`config.mk`:
```
export PLATFORM = sky130hd
export DESIGN_NAME = nest_irq_ctrl
export DESIGN_NICKNAME = d
export VERILOG_FILES = /design/src/rtl/nic_pkg.sv /design/src/rtl/nic_prio_pick.sv /design/src/rtl/nic_lifo.sv /design/src/rtl/nest_irq_ctrl.sv
export SDC_FILE = /design/constraint.sdc
export NUM_CORES = 1
export LEC_CHECK = 0
export CAP_MARGIN = 20
export CELL_PAD_IN_SITES_DETAIL_PLACEMENT = 0
export CELL_PAD_IN_SITES_GLOBAL_PLACEMENT = 1
export CORE_AREA = 8 8 145 147
export CTS_CLUSTER_SIZE = 24
export DETAILED_ROUTE_END_ITERATION = 7
export DIE_AREA = 0 0 153 155
export PLACE_DENSITY = 0.7
export SLEW_MARGIN = 20
export SYNTH_ARGS = -nofsm -noshare
export SYNTH_HDL_FRONTEND = slang
export SYNTH_SLANG_ARGS = --single-unit
```
`constraint.sdc`:
```
create_clock -name clk -period 4.5 [get_ports clk]
set_clock_uncertainty 0.15 [all_clocks]
set_input_delay 0.45 -clock clk [delete_from_list [all_inputs] [get_ports clk]]
set_output_delay 0.45 -clock clk [all_outputs]
set_load 0.01 [all_outputs]
```
`src/rtl/nic_pkg.sv`:
```
package nic_pkg;
    typedef enum logic [0:0] {
        S_MAIN = 1'b0,
        S_ISR  = 1'b1
    } nic_state_e;
endpackage

```
`src/rtl/nic_prio_pick.sv`:
```
module nic_prio_pick #(
    parameter int N     = 10,
    parameter int IDX_W = 4
) (
    input  logic [N-1:0]     req,
    input  logic [N-1:0]     ena,
    input  logic             thr_valid,
    input  logic [IDX_W-1:0] thr,
    output logic             hit,
    output logic [IDX_W-1:0] idx
);
    logic [N-1:0] elig;

    generate
        for (genvar g = 0; g < N; g++) begin : g_elig
            assign elig[g] = req[g] && ena[g] && (!thr_valid || (IDX_W'(g) < thr));
        end
    endgenerate

    always_comb begin
        hit = 1'b0;
        idx = '0;
        for (int i = N - 1; i >= 0; i--) begin
            if (elig[i]) begin
                hit = 1'b1;
                idx = IDX_W'(i);
            end
        end
    end
endmodule

```
`src/rtl/nic_lifo.sv`:
```
module nic_lifo #(
    parameter int W     = 8,
    parameter int DEPTH = 6,
    localparam int CNT_W = $clog2(DEPTH + 1),
    localparam int PTR_W = (DEPTH > 1) ? $clog2(DEPTH) : 1
) (
    input  logic             clk,
    input  logic             rst_n,
    input  logic             push,
    input  logic             pop,
    input  logic [W-1:0]     din,
    output logic [W-1:0]     top,
    output logic [CNT_W-1:0] count,
    output logic             full,
    output logic             empty
);
    logic [W-1:0]     mem [DEPTH];
    logic [CNT_W-1:0] cnt;

    assign full  = (cnt == CNT_W'(DEPTH));
    assign empty = (cnt == '0);
    assign count = cnt;
    assign top   = empty ? '0 : mem[PTR_W'(cnt - CNT_W'(1))];

    always_ff @(posedge clk) begin
        if (push && !full) begin
            mem[PTR_W'(cnt)] <= din;
        end
    end

    always_ff @(posedge clk or negedge rst_n) begin
        if (!rst_n) begin
            cnt <= '0;
        end else if (push && !full) begin
            cnt <= cnt + CNT_W'(1);
        end else if (pop && !empty) begin
            cnt <= cnt - CNT_W'(1);
        end
    end

    assert_no_overflow_R10: assert property (@(posedge clk) disable iff (!rst_n)
        cnt <= CNT_W'(DEPTH));
    assert_full_holds_R10: assert property (@(posedge clk) disable iff (!rst_n)
        (push && full && !pop) |=> $stable(cnt));
    assert_empty_holds_R11: assert property (@(posedge clk) disable iff (!rst_n)
        (pop && empty && !push) |=> (cnt == '0));
endmodule

```
`src/rtl/nest_irq_ctrl.sv`:
```
module nest_irq_ctrl
    import nic_pkg::*;
#(
    parameter int N          = 10,
    parameter int PC_W       = 13,
    parameter int FLAG_W     = 4,
    parameter int DEPTH      = 6,
    parameter int VEC_BASE   = 3,
    parameter int VEC_STRIDE = 3,
    localparam int IDX_W     = (N > 1) ? $clog2(N) : 1,
    localparam int CNT_W     = $clog2(DEPTH + 1)
) (
    input  logic              clk,
    input  logic              rst_n,
    input  logic [N-1:0]      src_req,
    input  logic [N-1:0]      src_en,
    input  logic              instr_done,
    input  logic              rule_busy,
    input  logic              usr_on,
    input  logic              usr_off,
    input  logic              mac_on,
    input  logic              mac_off,
    input  logic [PC_W-1:0]   cur_pc,
    input  logic [FLAG_W-1:0] cur_flags,
    input  logic              reti,
    output logic              glob_pend,
    output logic              glob_req,
    output logic              take,
    output logic [IDX_W-1:0]  take_id,
    output logic [PC_W-1:0]   vec_addr,
    output logic              restore,
    output logic [PC_W-1:0]   ret_pc,
    output logic [FLAG_W-1:0] ret_flags,
    output logic              active_valid,
    output logic [IDX_W-1:0]  active_lvl,
    output logic              usr_en,
    output logic              mac_en,
    output logic              stk_ovf,
    output logic              stk_unf
);
    nic_state_e state, nstate;

    logic             pick_hit;
    logic [IDX_W-1:0] pick_idx;
    logic             try_take, do_push, do_pop, ovf_now, unf_now;

    logic [PC_W-1:0]   pc_top;
    logic [FLAG_W-1:0] fl_top;
    logic [IDX_W-1:0]  lv_top;
    logic [CNT_W-1:0]  pc_cnt, fl_cnt, lv_cnt;
    logic pc_full, pc_empty, fl_full, fl_empty, lv_full, lv_empty;

    assign active_valid = (state == S_ISR);
    assign active_lvl   = lv_top;

    nic_prio_pick #(.N(N), .IDX_W(IDX_W)) u_pick (
        .req       (src_req),
        .ena       (src_en),
        .thr_valid (active_valid),
        .thr       (lv_top),
        .hit       (pick_hit),
        .idx       (pick_idx)
    );

    assign glob_pend = pick_hit;
    assign glob_req  = glob_pend && usr_en && mac_en;
    assign try_take  = glob_req && instr_done && !rule_busy && !reti;
    assign do_push   = try_take && !lv_full;
    assign ovf_now   = try_take && lv_full;
    assign do_pop    = reti && !lv_empty;
    assign unf_now   = reti && lv_empty;

    nic_lifo #(.W(PC_W), .DEPTH(DEPTH)) u_pc_stk (
        .clk(clk), .rst_n(rst_n), .push(do_push), .pop(do_pop), .din(cur_pc),
        .top(pc_top), .count(pc_cnt), .full(pc_full), .empty(pc_empty)
    );
    nic_lifo #(.W(FLAG_W), .DEPTH(DEPTH)) u_fl_stk (
        .clk(clk), .rst_n(rst_n), .push(do_push), .pop(do_pop), .din(cur_flags),
        .top(fl_top), .count(fl_cnt), .full(fl_full), .empty(fl_empty)
    );
    nic_lifo #(.W(IDX_W), .DEPTH(DEPTH)) u_lv_stk (
        .clk(clk), .rst_n(rst_n), .push(do_push), .pop(do_pop), .din(pick_idx),
        .top(lv_top), .count(lv_cnt), .full(lv_full), .empty(lv_empty)
    );

    // Global enable registers: off strobe dominates
    always_ff @(posedge clk or negedge rst_n) begin
        if (!rst_n) begin
            usr_en <= 1'b0;
            mac_en <= 1'b1;
        end else begin
            if (usr_off)     usr_en <= 1'b0;
            else if (usr_on) usr_en <= 1'b1;
            if (mac_off)     mac_en <= 1'b0;
            else if (mac_on) mac_en <= 1'b1;
        end
    end

    // Next-state logic (transitions T_ENTER, T_NEST, T_LEAVE_INNER, T_RESUME)
    always_comb begin
        nstate = state;
        unique case (state)
            S_MAIN: if (do_push) nstate = S_ISR;
            S_ISR:  if (do_pop && (lv_cnt == CNT_W'(1))) nstate = S_MAIN;
        endcase
    end

    always_ff @(posedge clk or negedge rst_n) begin
        if (!rst_n) state <= S_MAIN;
        else        state <= nstate;
    end

    // Registered outputs
    always_ff @(posedge clk or negedge rst_n) begin
        if (!rst_n) begin
            take      <= 1'b0;
            take_id   <= '0;
            vec_addr  <= '0;
            restore   <= 1'b0;
            ret_pc    <= '0;
            ret_flags <= '0;
            stk_ovf   <= 1'b0;
            stk_unf   <= 1'b0;
        end else begin
            take    <= do_push;
            restore <= do_pop;
            stk_ovf <= ovf_now;
            stk_unf <= unf_now;
            if (do_push) begin
                take_id  <= pick_idx;
                vec_addr <= PC_W'(VEC_BASE) + PC_W'(VEC_STRIDE) * PC_W'(pick_idx);
            end
            if (do_pop) begin
                ret_pc    <= pc_top;
                ret_flags <= fl_top;
            end
        end
    end

    assert_take_at_boundary_R3: assert property (@(posedge clk) disable iff (!rst_n)
        take |-> ($past(instr_done) && !$past(rule_busy)));
    assert_take_needs_req_R6: assert property (@(posedge clk) disable iff (!rst_n)
        take |-> $past(glob_req));
    assert_vec_in_range_R5: assert property (@(posedge clk) disable iff (!rst_n)
        take |-> (vec_addr >= PC_W'(VEC_BASE)
                  && vec_addr <= PC_W'(VEC_BASE + VEC_STRIDE * (N - 1))));
    assert_take_sets_level_R8: assert property (@(posedge clk) disable iff (!rst_n)
        take |-> (active_valid && active_lvl == take_id));
    assert_state_tracks_stack_R9: assert property (@(posedge clk) disable iff (!rst_n)
        (state == S_ISR) == !lv_empty);
    assert_stacks_in_step_R7: assert property (@(posedge clk) disable iff (!rst_n)
        (pc_cnt == lv_cnt) && (fl_cnt == lv_cnt) && (pc_full == fl_full)
        && (pc_empty == fl_empty));
    assert_no_take_on_reti_R12: assert property (@(posedge clk) disable iff (!rst_n)
        !(take && restore));
endmodule

```
==> flow_metrics.env, run 1 <==
export IMPL_status="completed"
export IMPL_startpoint="u_lv_stk.count[0]"
export IMPL_ant_nets=0
export IMPL_period_needed_ns=4.19
export IMPL_netlist_cell_type_count=62
export IMPL_numPortBuffers=85
export IMPL_cts_max_level=4
export IMPL_end_kind="register"
export IMPL_synthCells=529
export IMPL_cp_data_arrival_time_ns=4.40
export IMPL_powerDensity_mw_per_mm2=634
export IMPL_grt_antenna_before_repair=0
export IMPL_synth_area_top_cells="edfxtp_1, dfrtp_1, mux4_2, ha_1, mux2i_1"
export IMPL_grt_pass1_vias=5179
export IMPL_diodes=0
export IMPL_cp_slowest_cell="ha_1"
export IMPL_seq_area_mm2=0.00486
export IMPL_cts_buffers=17
export IMPL_final_net_count=710
export IMPL_syn_to_final_growth_pct=25.3
export IMPL_hold_violations=0
export IMPL_cp_cell_sequence="inv_1 -> ha_1 -> mux4_2 -> a22oi_2 -> a22oi_1 -> o21ai_0 -> o211a_4 -> nor2b_2 -> inv_1 -> ha_1 -> inv_1 -> ha_1 -> a21o_1 -> a2111oi_1 -> a221o_1"
export IMPL_start_util_pct=39.5
export IMPL_drv_slew=0
export IMPL_rsz0062_at_grt="no"
export IMPL_nFillCells=1641
export IMPL_syn_area_mm2=0.00749
export IMPL_min_from="take_id[0]"
export IMPL_avgSynthCellArea_um2=14.2
export IMPL_drt_total_wl_um=16900
export IMPL_slowest_delay_ns=0.44
export IMPL_timing_fmax_ghz=0.238
export IMPL_min_path_type="register to register"
export IMPL_grt_ovfl_total=0
export IMPL_grtUsageTotal_pct=15.0
export IMPL_dieArea_mm2=0.0237
export IMPL_p_leak_nw=3.51
export IMPL_drt_pass1_iterations=4
export IMPL_wire_per_inst_um=18.8
export IMPL_layout_common_cells="edfxtp_1, clkdlybuf4s50_1, nand2_1"
export IMPL_io_pins=93
export IMPL_critical_path_required_ns=4.71
export IMPL_final_common_cell="edfxtp_1"
export IMPL_ys_ff_latch=169
export IMPL_max_cap_viol_count=0
export IMPL_cts_root_buf="clkbuf_16"
export IMPL_critPathBufInv=3
export IMPL_cts_tree="yes"
export IMPL_period_share_pct=93.2
export IMPL_drc=0
export IMPL_die_h_um=155
export IMPL_drtIter0Drc=265
export IMPL_timing_rr_start="u_lv_stk.count[0]"
export IMPL_ys_warn_count=0
export IMPL_vias=4750
export IMPL_ir_drop_uv=342
export IMPL_synthFlopType="edfxtp_1"
export IMPL_multi_input_area_mm2=0.00247
export IMPL_ys_seq_area_share_pct=64.9
export IMPL_setup_viol=0
export IMPL_clk_path_buf_depth=2
export IMPL_worstPathMaxFanout=6
export IMPL_place_congestion=0.884
export IMPL_viasPerCell=5.30
export IMPL_max_slew_margin_rel_pct=48.9
export IMPL_utilization_pct=49.5
export IMPL_synth_largest_area_cell="edfxtp_1"
export IMPL_drive_gt1_share_pct=16.4
export IMPL_row_count=51
export IMPL_hpwl_um=11800
export IMPL_clock_latency_ns=0.42
export IMPL_cp_start_kind="register"
export IMPL_cts_sinks=169
export IMPL_crit_family="compound AO/OA/AOI/OAI gates"
export IMPL_synthArstFlopShare_pct=25.4
export IMPL_synth_edf_count=126
export IMPL_worst_slew_pin_slew_ns=0.762
export IMPL_synth_top_cell_area_share_pct=50.5
export IMPL_regToRegSetupSlack_ns=0.31
export IMPL_grt_first_pass_wirelength_um=27600
export IMPL_worstSetupPathType="register to register"
export IMPL_grt_max_degree=44
export IMPL_clk_pin_slew_ns=0.06
export IMPL_die_x_um=153
export IMPL_core_area_mm2=0.0190
export IMPL_total_power_mw=5.95
## report_power, final
group	switching (mW)	total (mW)	leakage (nW)	internal, mW
Combinational	1.35	2.49	1.55	1.14
Sequential	0.159	2.03	1.67	1.87
Clock	0.641	1.43	0.292	0.791
## synthesized netlist by cell type, types with 4 or more instances
library cell / n
nor3_1: 5
buf_4: 10
mux2i_1: 19
nor4_1: 18
clkbuf_1: 10
edfxtp_1: 126
xnor2_1: 7
and2_1: 10
a21o_1: 9
inv_1: 15
nor2b_1: 5
o21ai_0: 29
mux4_2: 21
nor2_1: 41
a21oi_1: 31
nand2_1: 46
ha_1: 18
o21a_1: 4
dfrtp_1: 42
## logic make-up (layout without fill, tap and decap cells)
kind of cell	count (synthesis)	count (layout)	share of synthesized area, %
buffers and inverters	45	169	3.11
DFF	169	169	64.9
xor gates and xnor gates	8	8	0.935
muxes	43	43	9.30
adders and majority gates	18	18	3.01
and+or+nand+nor	136	136	8.52
other	1	7	0.0501
AOI/OAI and AO/OA	109	109	10.2
## final timing paths
check	to	cells past startpoint
max reg2reg	vec_addr[4]	15
max in group asynchronous	take_id[1]	3
min in group asynchronous	stk_unf	3
min reg2reg	take_id[0]	1
min	take_id[0]	1
max	vec_addr[4]	15
## per-stage QoR
stage	instance area, um2	setup slack, ns	hold WS [ns]	setup TNS, ns	cells
finish	9390	0.305	0.323	0	897
global route	9390	0.0424	0.358	0	897
CTS	9380	0.241	0.331	0	896
detailed placement	8780	0.282	0.316	0	863
global placement	8780	0.439	0.309	0	863
floorplan	7530	-0.242	0.00441	-11.39	535
## cell type report
type                    count  area share, %
flip-flops and latches    169           51.8
multi-input cells         321           26.3
repair buffers            120           11.8
clock buffers              18           4.57
well taps                 238           3.17
clock inverters            14           1.67
inverters                  17          0.680
## sequential cells by signal (all words and copies together), names as in the netlist
register and flops:
u_pc_stk.mem 78, usr_en 1, u_fl_stk.count 3, stk_ovf 1
stk_unf 1, ret_pc 13, u_lv_stk.mem 24, u_fl_stk.mem 24
take_id 4, mac_en 1, active_valid 1, u_pc_stk.count 3
take 1, vec_addr 6, ret_flags 4, u_lv_stk.count 3
restore 1
## per-layer routing
layer  track usage [%]  vias to the layer above  part of all wire [%]
met5                 0                        -                     0
met4              5.33                        0                   2.0
met3              3.97                       27                   4.3
met2              26.4                      114                    52
met1              17.5                     2371                    41
li1                  -                     2238                     -
## what timing repair did
item,in CTS,in global routing
gates resized for setup,0,1
hold buffers,1,0
setup endpoints to repair,0,1
buffers inserted,0,1
hold endpoints to repair,15,0
Power figures use the tool's default switching activity.
==> run 2, diff against run 1 <==
Settings changed: RECOVER_POWER set to 25.
==> run 2 against run 1 <==
Compared with the run above: routed wire length increased by 0.52%; total power about the same; final cell count unchanged; fmax increased by 0.66%; die area is the same; via count up 0.23%; worst hold slack hardly changed; non-clock buffer count unchanged; critical path type unchanged.
==> flow_metrics.env, run 2 (synthesized netlist as in run 1, its figures left out) <==
export IMPL_status="completed"
export IMPL_grt_max_degree=44
export IMPL_rsz0062_at_grt="no"
export IMPL_final_common_cell="edfxtp_1"
export IMPL_min_from="take_id[0]"
export IMPL_dieArea_mm2=0.0237
export IMPL_grt_antenna_before_repair=0
export IMPL_largestRegisters="u_pc_stk.mem (78), u_fl_stk.mem (24), u_lv_stk.mem (24)"
export IMPL_io_pins=93
export IMPL_syn_to_final_growth_pct=25.3
export IMPL_intPower_mw=3.80
export IMPL_clk_path_buf_depth=2
export IMPL_cp_cell_sequence="inv_1 -> ha_1 -> mux4_2 -> a22oi_2 -> a22oi_1 -> o21ai_0 -> o211a_4 -> nor2b_2 -> inv_1 -> ha_1 -> inv_1 -> ha_1 -> a21o_1 -> a2111oi_1 -> a221o_1"
export IMPL_critPathBufInv=3
export IMPL_reg2reg_depth=15
export IMPL_grt_ovfl_total=0
export IMPL_critical_path_required_ns=4.71
export IMPL_swShare_pct=36.2
export IMPL_cts_sinks=169
export IMPL_worstPathMaxFanout=6
export IMPL_worst_slew_pin_slew_ns=0.733
export IMPL_cts_tree="yes"
export IMPL_die_x_um=153
export IMPL_p_comb_share_pct=41.8
export IMPL_numPortBuffers=85
export IMPL_hold_violations=0
export IMPL_setup_tns_ns=0
export IMPL_setup_viol=0
export IMPL_grt_first_pass_wirelength_um=27600
export IMPL_powerDensity_mw_per_mm2=634
export IMPL_grtUsageTotal_pct=15.0
export IMPL_start_util_pct=39.5
export IMPL_cp_slowest_cell="ha_1"
export IMPL_min_path_type="register to register"
export IMPL_cts_root_buf="clkbuf_16"
export IMPL_final_net_count=710
export IMPL_hpwl_um=11800
export IMPL_slowest_delay_ns=0.43
export IMPL_grt_pass1_vias=5179
export IMPL_clockPowerShare_pct=24.0
export IMPL_vias=4761
export IMPL_wire_per_inst_um=18.9
export IMPL_ant_nets=0
export IMPL_period_share_pct=92.6
export IMPL_cp_start_kind="register"
export IMPL_drv_slew=0
export IMPL_timing_rr_start="u_lv_stk.count[0]"
export IMPL_worstSetupPathType="register to register"
export IMPL_cts_max_level=4
export IMPL_worstHoldPathCells=1
export IMPL_crit_family="compound AO/OA/AOI/OAI gates"
export IMPL_max_cap_viol_count=0
export IMPL_p_switching_mw=2.15
export IMPL_p_leak_nw=3.52
export IMPL_drive_gt1_share_pct=16.2
export IMPL_place_area_mm2=0.00878
export IMPL_drtIter0Drc=274
export IMPL_end_kind="register"
export IMPL_clk_pin_slew_ns=0.06
export IMPL_clock_latency_ns=0.42
export IMPL_drt_pass1_iterations=4
export IMPL_place_congestion=0.884
export IMPL_top_register="u_pc_stk.mem"
export IMPL_largest_reg_flops=78
export IMPL_final_area_mm2=0.00939
export IMPL_layout_common_cells="edfxtp_1, clkdlybuf4s50_1, nand2_1"
export IMPL_die_h_um=155
export IMPL_viasPerCell=5.31
export IMPL_row_count=51
export IMPL_drt_total_wl_um=16900
export IMPL_max_slew_margin_rel_pct=50.8
export IMPL_diodes=0
export IMPL_period_needed_ns=4.17
export IMPL_ir_drop_uv=341
export IMPL_path_depth=15
export IMPL_startpoint="u_lv_stk.count[0]"
export IMPL_cts_buffers=17
export IMPL_cp_data_arrival_time_ns=4.37
export IMPL_core_area_mm2=0.0190
export IMPL_drc=0
export IMPL_timing_fmax_ghz=0.240
export IMPL_seqPwrFrac_pct=34.1
[run 2: cell count changes in the layout (fill, tap and decap cells not counted)]
cell	before	now
dfstp_2	1	0
clkdlybuf4s50_1	84	68
dlygate4sd3_1	1	17
dfstp_1	0	1
[run 2: final timing paths]
check | end | slack, ns
min reg2reg | take_id[0] | 0.32
max | vec_addr[4] | 0.33
max in group asynchronous | stk_ovf | 3.25
min | take_id[0] | 0.32
max reg2reg | vec_addr[4] | 0.33
min in group asynchronous | stk_unf | 0.51
[run 2: through the flow]
stage	utilization [%]	setup slack [ns]	total power, mW	instances	hold WS, ns
final	49.5	0.333	5.95	897	0.323
after global routing	49.5	0.0424	6.34	897	0.358
after CTS	49.5	0.241	6.02	896	0.331
after detailed placement	46.3	0.282	4.57	863	0.316
after global placement	46.3	0.439	4.52	863	0.309
after floorplan	-	-0.242	3.66	535	0.00441
[run 2: timing repair]
action,CTS,global route
endpoints found under the hold margin,15,0
setup endpoints to repair,0,1
hold buffers,1,0
setup buffers,0,1
resized for setup,0,1
[run 2: layer usage]
metal	GRT usage, %	wire (um)	vias to the layer above
met4	5.33	294	0
met2	26.4	8940	105
li1	-	-	2234
met3	3.97	674	21
met1	17.5	7040	2401
met5	0	0	-
[run 2: cell type report]
type / instances / area [um2]
timing repair buffer: 120 / 1110
sequential: 169 / 4860
multi-input combinational: 321 / 2470
inverter: 17 / 63.8
fill: 1641 / 9560
tap: 238 / 298
clock inverter: 14 / 156
clock buffer: 18 / 429
[run 2: power groups by stage]
stage	clock, mW	sequential, mW	combinational, mW
3_3_place_gp	0	2.06	2.46
4_1_cts	1.47	2.04	2.51
6_report	1.43	2.03	2.49
5_1_grt	1.54	2.06	2.73
2_1_floorplan	0	2.06	1.60
3_5_place_dp	0	2.07	2.50
==> run 3, diff against run 2 <==
Settings changed: ABC_AREA set to 1, CORE_AREA 8 8 145 147 to 8 8 147 149, DIE_AREA 0 0 153 155 to 0 0 155 157, PLACE_DENSITY 0.7 to 0.72.
==> run 3 against run 2 <==
Compared with the run above: sequential share of layout area is 0.40 points higher; flip-flop and latch count unchanged; routed wire length up 1.5%; clock power about the same; global-route usage shrank 0.37 points; first-iteration DRC count rose by 41%; critical path depth grew 9; cell area decreased by 0.77%; count of clock-buffer cells in the layout did not move; total power shrank 3.0%.
==> flow_metrics.env, run 3 <==
export IMPL_clock_latency_ns=0.42
export IMPL_avgSynthCellArea_um2=10.9
export IMPL_grt_first_pass_wirelength_um=27700
export IMPL_max_cap_viol_count=0
export IMPL_period_share_pct=88.3
export IMPL_cts_max_level=4
export IMPL_final_area_mm2=0.00932
export IMPL_drive_gt1_share_pct=11.8
export IMPL_synth_most_common_cell="nand2_1"
export IMPL_top_register="u_pc_stk.mem"
export IMPL_largest_reg_flops=78
export IMPL_cts_root_buf="clkbuf_16"
export IMPL_cts_tree="yes"
export IMPL_synth_edf_count=126
export IMPL_vias=5212
export IMPL_grt_antenna_before_repair=0
export IMPL_hpwl_um=11800
export IMPL_critical_path_required_ns=4.66
export IMPL_grt_pass1_vias=5329
export IMPL_synthTopCellsByCount="nand2_1, edfxtp_1, nor2_1"
export IMPL_cts_resized=0
export IMPL_ys_seq_area_share_pct=63.9
export IMPL_synthFlopType="edfxtp_1"
export IMPL_p_leak_nw=3.72
export IMPL_holdPathEnd="ret_pc[1]"
export IMPL_cts_setup_buffers=0
export IMPL_worst_slew_pin_slew_ns=0.776
export IMPL_clk_pin_slew_ns=0.06
export IMPL_setup_ws_ns=0.526
export IMPL_io_pins=93
export IMPL_drv_slew=0
export IMPL_synth_top_cell_area_share_pct=49.7
export IMPL_clk_path_buf_depth=2
export IMPL_final_common_cell="nand2_1"
export IMPL_row_count=51
export IMPL_multi_input_area_mm2=0.00239
export IMPL_timing_rr_start="u_lv_stk.count[1]"
export IMPL_viasPerCell=4.88
export IMPL_synthArstFlopShare_pct=25.4
export IMPL_place_congestion=0.824
export IMPL_hold_ws_ns=0.331
export IMPL_wire_per_inst_um=16.1
export IMPL_cp_data_arrival_time_ns=4.13
export IMPL_cts_buffers=17
export IMPL_netlist_cell_type_count=42
export IMPL_rr_endpoint="vec_addr[4]"
export IMPL_drt_pass1_iterations=6
export IMPL_rsz0062_at_grt="no"
export IMPL_fin_cells=1067
export IMPL_syn_to_final_growth_pct=22.4
export IMPL_worstPathMaxFanout=10
export IMPL_setup_viol=0
export IMPL_numPortBuffers=85
export IMPL_final_net_count=853
export IMPL_period_needed_ns=3.97
export IMPL_dieArea_mm2=0.0243
export IMPL_drtIter0Drc=385
export IMPL_status="completed"
export IMPL_nFillCells=1716
export IMPL_hold_violations=0
export IMPL_cts_sinks=169
export IMPL_largestRegisters="u_pc_stk.mem (78), u_fl_stk.mem (24), u_lv_stk.mem (24)"
export IMPL_worstSetupPathType="register to register"
export IMPL_reg2reg_depth=24
export IMPL_timing_fmax_ghz=0.252
export IMPL_setup_tns_ns=0
export IMPL_ys_ff_latch=169
export IMPL_powerDensity_mw_per_mm2=620
export IMPL_ys_warn_count=0
export IMPL_core_area_mm2=0.0192
export IMPL_start_util_pct=39.6
export IMPL_end_kind="register"
export IMPL_diodes=0
export IMPL_ant_nets=0
export IMPL_die_x_um=155
export IMPL_die_h_um=157
export IMPL_grt_max_degree=44
export IMPL_layout_common_cells="nand2_1, edfxtp_1, nor2_1"
export IMPL_min_from="ret_pc[1]"
export IMPL_synth_area_top_cells="edfxtp_1, dfrtp_1, nand2_1, nor2_1, o21ai_0"
export IMPL_drt_total_wl_um=17200
export IMPL_holdBufCountCts=1
export IMPL_min_path_type="register to register"
export IMPL_place_area_mm2=0.00871
export IMPL_synth_largest_area_cell="edfxtp_1"
export IMPL_synthCells=696
export IMPL_grt_ovfl_total=0
export IMPL_drc=0
export IMPL_total_power_mw=5.77
export IMPL_max_slew_margin_rel_pct=48.0
export IMPL_placed_cells=1034
export IMPL_preCtsSetupSlack_ns=0.540
export IMPL_cp_start_kind="register"
export IMPL_ir_drop_uv=294
export IMPL_regToRegSetupSlack_ns=0.53
export IMPL_syn_area_mm2=0.00761
export IMPL_seq_area_mm2=0.00486
export IMPL_grtUsageTotal_pct=14.6
export IMPL_worstHoldPathCells=2
export IMPL_utilization_pct=48.5
==> run 3: cell type report <==
type	count	share of cell area, %
inverter	40	1.69
timing repair buffer	102	10.5
clock buffer	18	4.71
tap	265	3.56
multi-input combinational	459	25.7
sequential	169	52.2
clock inverter	14	1.67
==> run 3: cells by family after synthesis <==
logic type	after synthesis	synth area share, %
AND/OR/NAND/NOR	335	19.8
other	1	0.0493
AO/OA/AOI/OAI	93	7.59
XOR/XNOR	6	0.690
flip-flops	169	63.9
adder cells (fa/ha/maj)	18	2.96
buffers and inverters	74	5.06
==> run 3: worst max-delay path, cell delays in order, from the launching register on <==
cell and delay [ns]:
dfrtp_1 0.52, inv_1 0.14, ha_1 0.40, inv_1 0.15
nand3_1 0.09, nand2_1 0.07, nand2_1 0.06, nand2_2 0.11
nand2_4 0.09, nor2_4 0.10, inv_2 0.05, nor2_1 0.12
nor2_2 0.07, nor2_4 0.12, nand3_4 0.10, nor2_1 0.10
buf_4 0.18, inv_1 0.08, ha_1 0.27, inv_1 0.04
ha_1 0.35, a21oi_1 0.23, nand3b_1 0.12, nand3_1 0.10
nand2_1 0.05
==> run 3: layer usage <==
metal  GRT usage (%)  routed length, um  vias up
met4            5.09                279        0
met2            25.6               8560      140
met1            17.1               7420     2502
met5               0                  0        -
met3            3.78                926       22
li1                -                  -     2548
==> run 3: worst max path at each step <==
stage	startpoint	end	slack [ns]
2_1_floorplan	u_lv_stk.count[0]	vec_addr[4]	0.52
3_3_place_gp	u_lv_stk.count[1]	vec_addr[4]	0.64
3_5_place_dp	u_lv_stk.count[1]	vec_addr[4]	0.54
4_1_cts	u_lv_stk.count[1]	vec_addr[4]	0.51
5_1_grt	u_lv_stk.count[1]	u_fl_stk.mem[5][3]	0.13
6_report	u_lv_stk.count[1]	vec_addr[4]	0.53
==> run 3: power by group <==
part	switching, mW	internal (mW)
registers	0.159	1.85
clock network	0.619	0.846
logic	1.42	0.881
